[config.mk]
export PLATFORM = sky130hd
export DESIGN_NAME = gpio_pol_blink_bank
export DESIGN_NICKNAME = d
export VERILOG_FILES = /design/src/rtl/gpio_bank_pkg.sv /design/src/rtl/gpio_bank_regs.sv /design/src/rtl/gpio_in_sync.sv /design/src/rtl/gpio_blink_div.sv /design/src/rtl/gpio_pol_blink_bank.sv
export SDC_FILE = /design/constraint.sdc
export NUM_CORES = 1
export LEC_CHECK = 0
export BUFFER_PORTS_ARGS = -buffer_cell sky130_fd_sc_hd__buf_2
export CAP_MARGIN = 20
export CORE_MARGIN = 4
export CORE_UTILIZATION = 35
export CTS_CLUSTER_SIZE = 30
export DETAILED_ROUTE_END_ITERATION = 8
export HOLD_SLACK_MARGIN = 0.15
export SETUP_SLACK_MARGIN = 0.15
export SLEW_MARGIN = 20
export SYNTH_ARGS = -nofsm -noshare
export SYNTH_HDL_FRONTEND = slang
export SYNTH_SLANG_ARGS = --single-unit
export TNS_END_PERCENT = 50
[constraint.sdc]
create_clock -name clk -period 1 [get_ports clk]
set_input_delay 0.05 -clock clk [delete_from_list [all_inputs] [get_ports clk]]
set_output_delay 0.05 -clock clk [all_outputs]
set_load 0.02 [all_outputs]
[src/rtl/gpio_bank_pkg.sv]
package gpio_bank_pkg;
   localparam int unsigned ADDR_W = 3;

   typedef enum logic [ADDR_W-1:0] {
      RA_DIR = 3'd0,
      RA_LVL = 3'd1,
      RA_POL = 3'd2,
      RA_BLK = 3'd3,
      RA_DIN = 3'd4
   } reg_addr_e;
endpackage

[src/rtl/gpio_bank_regs.sv]
module gpio_bank_regs
   import gpio_bank_pkg::*;
#(
   parameter int unsigned NPINS = 32
) (
   input  logic              clk,
   input  logic              rst_n,
   input  logic              wr_en,
   input  logic [ADDR_W-1:0] addr,
   input  logic [NPINS-1:0]  wr_data,
   output logic [NPINS-1:0]  dir_q,
   output logic [NPINS-1:0]  lvl_q,
   output logic [NPINS-1:0]  pol_q,
   output logic [NPINS-1:0]  blk_q
);
   localparam int unsigned NREGS = 4;

   logic [NPINS-1:0] regs_q [NREGS];

   genvar gi;
   generate
      for (gi = 0; gi < NREGS; gi++) begin : g_reg
         localparam logic [NPINS-1:0] RST_VAL = (gi == int'(RA_DIR)) ? '1 : '0;
         always_ff @(posedge clk or negedge rst_n) begin
            if (!rst_n)
               regs_q[gi] <= RST_VAL;
            else if (wr_en && (addr == ADDR_W'(gi)))
               regs_q[gi] <= wr_data;
         end
      end
   endgenerate

   assign dir_q = regs_q[int'(RA_DIR)];
   assign lvl_q = regs_q[int'(RA_LVL)];
   assign pol_q = regs_q[int'(RA_POL)];
   assign blk_q = regs_q[int'(RA_BLK)];
endmodule

[src/rtl/gpio_in_sync.sv]
module gpio_in_sync #(
   parameter int unsigned W      = 32,
   parameter int unsigned STAGES = 2
) (
   input  logic         clk,
   input  logic         rst_n,
   input  logic [W-1:0] d,
   output logic [W-1:0] q
);
   logic [W-1:0] stg [STAGES];

   genvar si;
   generate
      for (si = 0; si < STAGES; si++) begin : g_stage
         if (si == 0) begin : g_first
            always_ff @(posedge clk or negedge rst_n) begin
               if (!rst_n) stg[si] <= '0;
               else        stg[si] <= d;
            end
         end else begin : g_next
            always_ff @(posedge clk or negedge rst_n) begin
               if (!rst_n) stg[si] <= '0;
               else        stg[si] <= stg[si-1];
            end
         end
      end
   endgenerate

   assign q = stg[STAGES-1];
endmodule

[src/rtl/gpio_blink_div.sv]
module gpio_blink_div #(
   parameter int unsigned BLINK_DIV = 8
) (
   input  logic clk,
   input  logic rst_n,
   output logic phase
);
   localparam int unsigned CNT_W = (BLINK_DIV > 1) ? $clog2(BLINK_DIV) : 1;
   localparam logic [CNT_W-1:0] TERM = CNT_W'(BLINK_DIV - 1);

   logic [CNT_W-1:0] cnt_q;

   always_ff @(posedge clk or negedge rst_n) begin
      if (!rst_n) begin
         cnt_q <= '0;
         phase <= 1'b0;
      end else if (cnt_q == TERM) begin
         cnt_q <= '0;
         phase <= ~phase;
      end else begin
         cnt_q <= cnt_q + 1'b1;
      end
   end
endmodule

[src/rtl/gpio_pol_blink_bank.sv]
module gpio_pol_blink_bank
   import gpio_bank_pkg::*;
#(
   parameter int unsigned NPINS       = 32,
   parameter int unsigned BLINK_DIV   = 8,
   parameter int unsigned SYNC_STAGES = 2
) (
   input  logic              clk,
   input  logic              rst_n,
   input  logic [ADDR_W-1:0] addr,
   input  logic              wr_en,
   input  logic [NPINS-1:0]  wr_data,
   output logic [NPINS-1:0]  rd_data,
   input  logic [NPINS-1:0]  pad_in,
   output logic [NPINS-1:0]  pad_oe,
   output logic [NPINS-1:0]  pad_out
);
   generate
      if (NPINS < 1 || NPINS > 32) begin : g_bad_npins
         $error("NPINS must be 1..32");
      end
      if (BLINK_DIV < 2) begin : g_bad_div
         $error("BLINK_DIV must be at least 2");
      end
      if (SYNC_STAGES < 2) begin : g_bad_sync
         $error("SYNC_STAGES must be at least 2");
      end
   endgenerate

   logic [NPINS-1:0] dir_q, lvl_q, pol_q, blk_q;
   logic [NPINS-1:0] pad_sync, din_val;
   logic             blink_phase;

   gpio_bank_regs #(.NPINS(NPINS)) u_regs (
      .clk     (clk),
      .rst_n   (rst_n),
      .wr_en   (wr_en),
      .addr    (addr),
      .wr_data (wr_data),
      .dir_q   (dir_q),
      .lvl_q   (lvl_q),
      .pol_q   (pol_q),
      .blk_q   (blk_q)
   );

   gpio_in_sync #(.W(NPINS), .STAGES(SYNC_STAGES)) u_sync (
      .clk   (clk),
      .rst_n (rst_n),
      .d     (pad_in),
      .q     (pad_sync)
   );

   gpio_blink_div #(.BLINK_DIV(BLINK_DIV)) u_blink (
      .clk   (clk),
      .rst_n (rst_n),
      .phase (blink_phase)
   );

   assign din_val = pad_sync ^ pol_q;

   genvar pi;
   generate
      for (pi = 0; pi < NPINS; pi++) begin : g_pin
         assign pad_oe[pi]  = ~dir_q[pi];
         assign pad_out[pi] = lvl_q[pi] | (blk_q[pi] & ~dir_q[pi] & blink_phase);
      end
   endgenerate

   always_comb begin
      unique case (addr)
         RA_DIR:  rd_data = dir_q;
         RA_LVL:  rd_data = lvl_q;
         RA_POL:  rd_data = pol_q;
         RA_BLK:  rd_data = blk_q;
         RA_DIN:  rd_data = din_val;
         default: rd_data = '0;
      endcase
   end
endmodule

==> impl_metrics.tcl <==
set metrics [dict create \
    io_pins 166 \
    syn_inst 634 \
    nNetsFinal 1047 \
    slew-limit-headroom_pct 71.1 \
    layout.cells.non_filler 1312 \
    grt_pass1_vias 7136 \
    drtIter0Drc 253 \
    dpl.hpwl_mm 16.2 \
    htreeDepth 4 \
    hold_violations 0 \
    start_util_pct 35.7 \
    synthesis.nets 706 \
    ys.flop_type "dfrtp_1" \
    critical-path-top-delay-family "flip-flops" \
    critPathMaxFanout 2 \
    die_w_um 166 \
    fill_cells 2000 \
    antenna_found_initial 1 \
    drv_cap 0 \
    portBuffers 165 \
    syn_area_um2 8710 \
    fin_ws_ps -659 \
    reg2regPathDepth 4 \
    clk_latency_ps 430 \
    end_kind "output port" \
    numClockSinks 196 \
    design_power_total_mw 26.8 \
    core_um2 24400 \
    synth_edf_count 0 \
    root_buffer "clkbuf_16" \
    r2r-start "u_blink.phase" \
    area.growth.synth_to_final_pct 57.9 \
    fin_util_pct 56.4 \
    cp.arrival_ps 1610 \
    routedWlPerCell_um 19.6 \
    fmax_mhz 603 \
    grtUsageTotal_pct 18.4 \
    avgViaCountPerCell 4.96 \
    drc_errors 0 \
    hold_path.class "in2async" \
    ys_warn_count 0 \
    grt_overflow_total 0 \
    leakagePower_nw 6.21 \
    seq_area_frac_synth_pct 56.8 \
    slowest_delay_ps 540 \
    rows 57 \
    fin_hold_ws_ps 80.1 \
    cts_tree "done" \
    cts_buffer_depth 2 \
    synth_area_per_cell_um2 13.7 \
    gp_congestion 0.765 \
    yosys_register_bits 196 \
    worst_pin_slew_ps 433 \
    cp.required_ps 950 \
    cts_hold_buf 65 \
    worst_setup_path_start_kind "register" \
    n_antenna_cell 0 \
    violations "negative setup slack" \
    status "complete, but fails checks" \
    path_buf_inv 1 \
    path_clk_slew_ps 70 \
    r2r-end "u_blink.phase" \
    crit_slowest_cell "dfstp_2" \
    final_layout_size_suffix_gt1_share_pct 61.8 \
    drt-total-wl_mm 25.7 \
    async_reset_ff_share_pct 100 \
    ant_nets 0 \
    cp_cell_sequence "mux2i_1 > or3_1 > o221ai_2 > buf_4" \
    grt_pass1_wl_mm 40.3 \
    worst-path-stages 4 \
    path_class "reg2out" \
    vias 6501 \
    period_needed_ps 1660 \
    stdcell_area_um2 13800 \
    die_h_um 166 \
    finalSetupViolCount 98 \
    cts-buffers-inserted 17 \
    ir_drop_mv 1.11 \
    first_pass_iters 4 \
    final.period_utilization_pct 166 \
    finalClockSkew_ps 7.28 \
    powerDensity_nw_per_um2 1950 \
    ys_types 37 \
    post_dp_cell_area_um2 11000 \
    r2r_slack_ps -190 \
    rsz0062_at_grt "true" \
    die_area_um2 27500 \
    dp_cells 1194 \
    slew_viol_final 0 \
    grt_max_degree 40 \
]
## routing by layer
| layer | GRT usage [%] | wire length, um |
|---|---|---|
| met5 | 0 | 13 |
| met4 | 3.91 | 318 |
| met3 | 4.93 | 1140 |
| met2 | 30.6 | 12700 |
| met1 | 24.3 | 11600 |
## per-stage QoR
stage | setup slack (ps) | setup TNS (ps)
floorplan | -233 | -22200
global placement | -508 | -47820
detailed placement | -488 | -51540
CTS | -665 | -45690
global route | -725 | -51690
finish | -659 | -45750
## layout by cell type, fill, tap and decap left out, types with 3 or more instances in the layout
cell / n
buf_12: 19
clkbuf_1: 5
nand3_1: 16
dlygate4sd3_1: 65
o21ai_4: 4
mux2_4: 77
buf_6: 153
mux2i_1: 25
nor3b_2: 8
bufinv_16: 3
a22oi_2: 3
dfstp_2: 32
clkbuf_16: 19
a21oi_2: 6
a32oi_1: 14
a21oi_1: 3
xor2_1: 31
o211ai_1: 5
inv_4: 10
a22oi_1: 13
o21a_1: 16
a31o_4: 30
inv_2: 20
nand2_1: 8
o21ai_2: 21
mux2_2: 58
dfrtp_1: 163
buf_4: 58
buf_2: 66
inv_1: 3
clkinvlp_4: 4
## where the power goes
group	leakage (nW)	switching (mW)	internal (mW)
clock	0.273	3.08	4.00
sequential	2.28	1.13	9.42
combinational	3.66	3.72	5.44
## logic make-up (layout without fill, tap and decap cells)
| family | Yosys count | after routing | share of synthesized area [%] |
|---|---|---|---|
| flip-flops | 196 | 196 | 56.8 |
| multiplexers | 162 | 162 | 21.9 |
| AO/OA/AOI/OAI | 119 | 119 | 9.97 |
| buffers and inverters | 76 | 430 | 4.64 |
| AND/OR/NAND/NOR | 46 | 46 | 3.15 |
| XOR/XNOR | 33 | 33 | 3.32 |
| adder cells (fa/ha/maj) | 2 | 2 | 0.287 |
## synth_stat cells, types with 2 or more instances
master / instances / area share (%)
clkbuf_1: 13 / 0.56
a31o_2: 32 / 3.2
o211ai_1: 5 / 0.43
mux2_1: 4 / 0.52
xor2_1: 31 / 3.1
dfrtp_1: 164 / 47
nand3_1: 16 / 0.92
mux2_2: 103 / 13
buf_4: 8 / 0.69
buf_12: 3 / 0.69
nor2_1: 3 / 0.13
o21a_1: 16 / 1.4
or3_1: 2 / 0.14
inv_1: 33 / 1.4
buf_1: 2 / 0.086
buf_6: 3 / 0.39
xnor2_1: 2 / 0.20
a21oi_1: 9 / 0.52
ha_1: 2 / 0.29
buf_2: 13 / 0.75
nor3b_1: 10 / 0.86
mux2i_1: 25 / 2.9
mux2_4: 30 / 5.2
dfstp_2: 32 / 9.7
a22oi_1: 16 / 1.4
o221ai_1: 2 / 0.20
a32oi_1: 14 / 1.4
nand2_1: 8 / 0.34
o21ai_0: 25 / 1.4
## final cells by class
| type | count | area [um2] | share of cell area, % |
|---|---|---|---|
| clock inverters | 9 | 130 | 0.946 |
| repair buffers | 365 | 3600 | 26.2 |
| multi-input cells | 362 | 4070 | 29.6 |
| flip-flops and latches | 196 | 4950 | 36.0 |
| well taps | 324 | 405 | 2.95 |
| clock buffers | 23 | 458 | 3.33 |
| inverters | 33 | 149 | 1.08 |
## timing repair
item	in CTS	in global routing
gates cloned	0	3
setup endpoints to repair	147	148
setup buffers	5	13
pin swaps	33	31
gates resized for setup	289	80
endpoints found under the hold margin	356	27
## worst max path at each step
| stage | start | end |
|---|---|---|
| after floorplan | addr[0] | u_regs.pol_q[10] |
| after global placement | addr[0] | rd_data[30] |
| after detailed placement | addr[0] | rd_data[30] |
| after CTS | u_regs.dir_q[14] | rd_data[14] |
| after global routing | u_regs.dir_q[14] | rd_data[14] |
| final | u_regs.dir_q[8] | rd_data[8] |
## sequential cells by signal, summed over array words and instances (netlist names)
| signal | cells |
|---|---|
| u_blink.cnt_q | 3 |
| u_sync.q | 32 |
| u_regs.dir_q | 32 |
| u_sync.stg | 32 |
| u_regs.lvl_q | 32 |
| u_regs.pol_q | 32 |
| u_regs.blk_q | 32 |
| u_blink.phase | 1 |
Power figures use the tool's default switching activity.
